--- config.mk ---
export PLATFORM = sky130hd
export DESIGN_NAME = gap_cfg_ctrl
export DESIGN_NICKNAME = d
export VERILOG_FILES = /design/src/rtl/gcc_pkg.sv /design/src/rtl/gcc_load_arb.sv /design/src/rtl/gcc_reset_track.sv /design/src/rtl/gcc_cfg_reg.sv /design/src/rtl/gcc_reset_req.sv /design/src/rtl/gap_cfg_ctrl.sv
export SDC_FILE = /design/constraint.sdc
export NUM_CORES = 1
export LEC_CHECK = 0
export BUFFER_PORTS_ARGS = -buffer_cell sky130_fd_sc_hd__buf_2
export CAP_MARGIN = 20
export CORE_MARGIN = 2
export CORE_UTILIZATION = 34
export DETAILED_ROUTE_END_ITERATION = 8
export PLACE_DENSITY = 0.78
export SKIP_CTS_REPAIR_TIMING = 1
export SLEW_MARGIN = 20
export SYNTH_ARGS = -nofsm -noshare
export SYNTH_HDL_FRONTEND = slang
export SYNTH_SLANG_ARGS = --single-unit
--- constraint.sdc ---
create_clock -name clk -period 1.1 [get_ports clk]
set_clock_uncertainty 0.05 [all_clocks]
set_input_delay 0.22 -clock clk [delete_from_list [all_inputs] [get_ports clk]]
set_output_delay 0.22 -clock clk [all_outputs]
set_load 0.05 [all_outputs]
--- src/rtl/gcc_pkg.sv ---
package gcc_pkg;
  parameter int GAP_W = 6;
  localparam int REG_W = GAP_W + 2;
  localparam int BIT_RHB = REG_W - 1;
  localparam int BIT_INIT = REG_W - 2;
  localparam logic [GAP_W-1:0] GAP_MAX = {GAP_W{1'b1}};

  typedef struct packed {
    logic             vld;
    logic             rhb;
    logic [GAP_W-1:0] gap;
  } gcc_load_t;
endpackage

--- src/rtl/gcc_load_arb.sv ---
module gcc_load_arb
  import gcc_pkg::*;
(
  input  logic             host_wr,
  input  logic [REG_W-1:0] host_wdata,
  input  logic             txcfg_vld,
  input  logic             txcfg_rhb,
  input  logic [GAP_W-1:0] txcfg_gap,
  input  logic             rxcfg_vld,
  input  logic             rxcfg_rhb,
  input  logic [GAP_W-1:0] rxcfg_gap,
  output gcc_load_t        ld
);
  localparam int NSRC = 3;
  gcc_load_t src [NSRC];

  always_comb begin
    src[0] = '{vld: host_wr, rhb: host_wdata[BIT_RHB], gap: host_wdata[GAP_W-1:0]};
    src[1] = '{vld: txcfg_vld, rhb: txcfg_rhb, gap: txcfg_gap};
    src[2] = '{vld: rxcfg_vld, rhb: rxcfg_rhb, gap: rxcfg_gap};
  end

  // lowest index has highest priority
  always_comb begin
    ld = '0;
    for (int i = NSRC - 1; i >= 0; i--) begin
      if (src[i].vld) ld = src[i];
    end
  end
endmodule

--- src/rtl/gcc_reset_track.sv ---
module gcc_reset_track (
  input  logic clk,
  input  logic rst_n,
  input  logic ld_vld,
  input  logic bus_rst,
  output logic upd_flag,
  output logic force_max
);
  logic flag_q, flag_d;

  always_comb begin
    flag_d = flag_q;
    if (ld_vld)       flag_d = 1'b1;
    else if (bus_rst) flag_d = 1'b0;
  end

  always_ff @(posedge clk or negedge rst_n) begin
    if (!rst_n) flag_q <= 1'b0;
    else        flag_q <= flag_d;
  end

  assign upd_flag  = flag_q;
  assign force_max = bus_rst & ~ld_vld & ~flag_q;

  // a load always arms the flag, even alongside a bus reset
  p_flag_armed_r10: assert property (@(posedge clk) disable iff (!rst_n)
    ld_vld |=> upd_flag);
endmodule

--- src/rtl/gcc_cfg_reg.sv ---
module gcc_cfg_reg
  import gcc_pkg::*;
(
  input  logic             clk,
  input  logic             rst_n,
  input  gcc_load_t        ld,
  input  logic             force_max,
  output logic             rhb,
  output logic [GAP_W-1:0] gap
);
  logic             rhb_q, rhb_d;
  logic [GAP_W-1:0] gap_q, gap_d;

  always_comb begin
    rhb_d = rhb_q;
    gap_d = gap_q;
    if (ld.vld) begin
      rhb_d = ld.rhb;
      gap_d = ld.gap;
    end else if (force_max) begin
      gap_d = GAP_MAX;
    end
  end

  always_ff @(posedge clk or negedge rst_n) begin
    if (!rst_n) begin
      rhb_q <= 1'b0;
      gap_q <= GAP_MAX;
    end else begin
      rhb_q <= rhb_d;
      gap_q <= gap_d;
    end
  end

  assign rhb = rhb_q;
  assign gap = gap_q;

  // accepted load lands in the register one cycle later
  p_load_lands_r2: assert property (@(posedge clk) disable iff (!rst_n)
    ld.vld |=> (gap == $past(ld.gap)) && (rhb == $past(ld.rhb)));
endmodule

--- src/rtl/gcc_reset_req.sv ---
module gcc_reset_req
  import gcc_pkg::*;
(
  input  logic clk,
  input  logic rst_n,
  input  logic host_wr,
  input  logic init_bit,
  output logic req
);
  logic req_q, req_d;

  always_comb req_d = host_wr & init_bit;

  always_ff @(posedge clk or negedge rst_n) begin
    if (!rst_n) req_q <= 1'b0;
    else        req_q <= req_d;
  end

  assign req = req_q;

  // reset-initiate write produces a request next cycle
  p_req_follows_r4: assert property (@(posedge clk) disable iff (!rst_n)
    (host_wr && init_bit) |=> req);
endmodule

--- src/rtl/gap_cfg_ctrl.sv ---
module gap_cfg_ctrl
  import gcc_pkg::*;
(
  input  logic             clk,
  input  logic             rst_n,
  input  logic             host_wr,
  input  logic [REG_W-1:0] host_wdata,
  output logic [REG_W-1:0] host_rdata,
  input  logic             txcfg_vld,
  input  logic             txcfg_rhb,
  input  logic [GAP_W-1:0] txcfg_gap,
  input  logic             rxcfg_vld,
  input  logic             rxcfg_rhb,
  input  logic [GAP_W-1:0] rxcfg_gap,
  input  logic             bus_rst_seen,
  output logic [GAP_W-1:0] gap_count,
  output logic             root_holdoff,
  output logic             bus_rst_req
);
  gcc_load_t ld;
  logic      upd_flag;
  logic      force_max;

  gcc_load_arb u_arb (
    .host_wr(host_wr), .host_wdata(host_wdata),
    .txcfg_vld(txcfg_vld), .txcfg_rhb(txcfg_rhb), .txcfg_gap(txcfg_gap),
    .rxcfg_vld(rxcfg_vld), .rxcfg_rhb(rxcfg_rhb), .rxcfg_gap(rxcfg_gap),
    .ld(ld)
  );

  gcc_reset_track u_track (
    .clk(clk), .rst_n(rst_n), .ld_vld(ld.vld), .bus_rst(bus_rst_seen),
    .upd_flag(upd_flag), .force_max(force_max)
  );

  gcc_cfg_reg u_reg (
    .clk(clk), .rst_n(rst_n), .ld(ld), .force_max(force_max),
    .rhb(root_holdoff), .gap(gap_count)
  );

  gcc_reset_req u_req (
    .clk(clk), .rst_n(rst_n), .host_wr(host_wr),
    .init_bit(host_wdata[BIT_INIT]), .req(bus_rst_req)
  );

  assign host_rdata = {root_holdoff, 1'b0, gap_count};

  // reset with no update since the last one forces maximum gap
  p_force_max_r9: assert property (@(posedge clk) disable iff (!rst_n)
    (bus_rst_seen && !ld.vld && !upd_flag) |=> (gap_count == GAP_MAX) && $stable(root_holdoff));

  // reset after an update keeps the register
  p_hold_after_upd_r8: assert property (@(posedge clk) disable iff (!rst_n)
    (bus_rst_seen && !ld.vld && upd_flag) |=> $stable(gap_count) && $stable(root_holdoff));
endmodule

==> results.tsv <==
metric	value	unit
postRouteWirelength	1400	um
cts_inserted_buffers	3	
crit_arrival	1.06	ns
final_hold_viol_count	0	
area_growth	61.0	%
setup.reg_to_reg.worst_slack	0.04	ns
ctsLongestPathBuffers	2	
cts_root_buffer	clkbuf_4	
proportion_of_layout_cells_with_a_drive_suffix_above_1	61.8	%
detailed_place.area	772	um2
final_area	928	um2
grt_max_degree	15	
synth.top_cell.area_share	27.3	%
antenna_found_initial	0	
grt_overflow	0	
post_synth_inst_count	61	
violations	setup timing	
worst_hold_startpoint	bus_rst_seen	
drt_pre_antenna_iters	3	
vias	571	
setup_violations	14	
insertedDiodeCount	0	
timing.setup.tns	-2.16	ns
leakagePower	0.000462	uW
peak_supply_drop	0.500	mV
ys_seq_area_share	40.3	%
cell_type_with_the_largest_total_area_after_synthesis	dfstp_2	
yosys.cell_types.count	25	
cp_slowest_stage_delay	0.63	ns
grt_setup_unrepaired	yes	
htree_levels	1	
finish.utilization	60.2	%
synth-edff-count	0	
timing.rr.end	u_reg.rhb	
result_of_the_run	complete, but fails checks	
setup_slack_placement	-0.0185	ns
asyncSetResetFlopFracSynth	100	%
tritoncts	yes	
crit_type	reg -> out	
synth_area_leaders	dfstp_2 (27%), dfrtp_1 (13%), buf_4 (10%)	
totalPowerFinal	1190	uW
critPathTopFamily	flip-flops	
worstRegToRegCells	3	
worstPathCellList	buf_6	
port_buffer_count	42	
crit_path_start_kind	flip-flop	
synth-warning-count	0	
mappedNetlistNets	89	
hold-path-endpoint	u_track.upd_flag	
synth-seq-cells	9	
worst-path-buf-inv	1	
placeableCoreArea	0.00154	mm2
routed_wire_length_per_instance	11.9	um
min_path_cells	2	
cp_max_fo	3	
finalWorstSetupSlack	-0.228	ns
timing.max_cap.violations	0	
dominant_synthesized_flop_cell	dfstp_2	
global_route_wire_length_before_repair	1970	um
post_synth_instance_area	577	um2
r2r_start	u_reg.rhb	
die_width	45.2	um
later_pin_clock_latency_in_the_skew_report	0.27	ns
die_h	45.2	um
critPathCaptureType	output pin	
finish.net_count	131	
floorplan.rows	14	
clock_sinks	9	
power-per-cell-area	1280	mW/mm2
grt_pass1_vias	485	
viasPerCell	4.84	
grt_util_all_layers	13.8	%
first_iter_violations	4	
max_freq	753	MHz
hpwl	1010	um
worstHoldPathType	in -> reg	
ioPinCount	44	
critPathRequiredTime	0.83	ns
drc	0	
crit_slowest_cell	dfstp_4	
fp.dieArea	0.00204	mm2
initial_utilization	37.4	%
clk_transition_reported_paths	0.06	ns
final_worst_path_period_need	1.33	ns
postRouteAntennaNets	0	
finalWeightedCongestion	0.673	
final_cycle_share	121	%
avgSynthCellArea	9.46	um2
final-max-slew-violation-count	0	
==> how the worst max path moves through the flow <==
stage / start / to / slack [ns] / cells past startpoint
finish: u_reg.gap[4] / gap_count[4] / -0.23 / 1
CTS: u_reg.gap[4] / gap_count[4] / -0.31 / 1
detailed placement: u_reg.gap[4] / gap_count[4] / -0.02 / 1
global route: u_reg.gap[4] / gap_count[4] / -0.25 / 1
global placement: u_reg.gap[4] / host_rdata[4] / -0.02 / 1
floorplan: u_reg.gap[0] / host_rdata[0] / -0.05 / 1
==> where the power goes <==
group	switching [uW]	leakage (uW)	internal [uW]
Combinational	288	0.000351	214
Clock	130	0.0000150	141
Sequential	34.0	0.0000965	379
Total	453	0.000462	734
==> flip-flops by register name, summed over array words and instances (netlist names) <==
name and cells:
u_reg.gap 6, u_track.upd_flag 1, u_reg.rhb 1, u_req.req 1
==> final cells by class <==
class                      count  area (um2)
clock buffer                   4        26.3
fill                         127         613
inverter                       7        26.3
multi-input combinational     34         248
sequential                     9         238
tap                           16        20.0
timing repair buffer          48         370
==> layer usage <==
metal / wire, um / GRT usage (%) / vias up
met5: 0 / 0 / -
li1: - / - / 280
met3: 73 / 2.40 / 5
met1: 535 / 15.8 / 264
met4: 44 / 10.6 / 0
met2: 749 / 22.6 / 22
==> kinds of logic after synthesis <==
group	after synthesis	synth area share, %
AND/OR/NAND/NOR	16	13.5
flip-flops	9	40.3
other	1	0.650
multiplexers	2	3.69
buffers and inverters	18	18.7
AO/OA/AOI/OAI	15	23.2
==> per-stage QoR <==
step | hold WS [ns] | cells
after floorplan | -0.126 | 61
after global placement | 0.0294 | 113
after detailed placement | 0.0286 | 113
after CTS | -0.257 | 117
after global routing | 0.101 | 118
final | 0.0809 | 118
==> cells in the mapped netlist, types with 2 or more instances <==
cell type / n
a221o_1: 5
o21ai_1: 2
dfstp_2: 6
nor2_1: 4
nand2_1: 7
buf_4: 8
inv_1: 2
dfrtp_1: 3
a2bb2oi_1: 4
clkinv_1: 4
buf_2: 2
==> cells in the final DEF (no fill, tap or decap), drive strengths merged <==
master       Yosys  final
buf             11     47
nand2            7      7
dfstp            6      6
a221o            5      5
nor2             5      5
a2bb2oi          5      5
clkinv           4      4
clkbuf           0      4
inv              3      3
o21ai            3      3
dfrtp            3      3
and2             1      1
nor3             1      1
nor3b            1      1
nor2b            1      1
o31ai            1      1
o21a             1      1
mux2             1      1
mux2i            1      1
conb             1      1
dlygate4sd3      0      1
No activity file was read; power rests on OpenSTA's default activity.
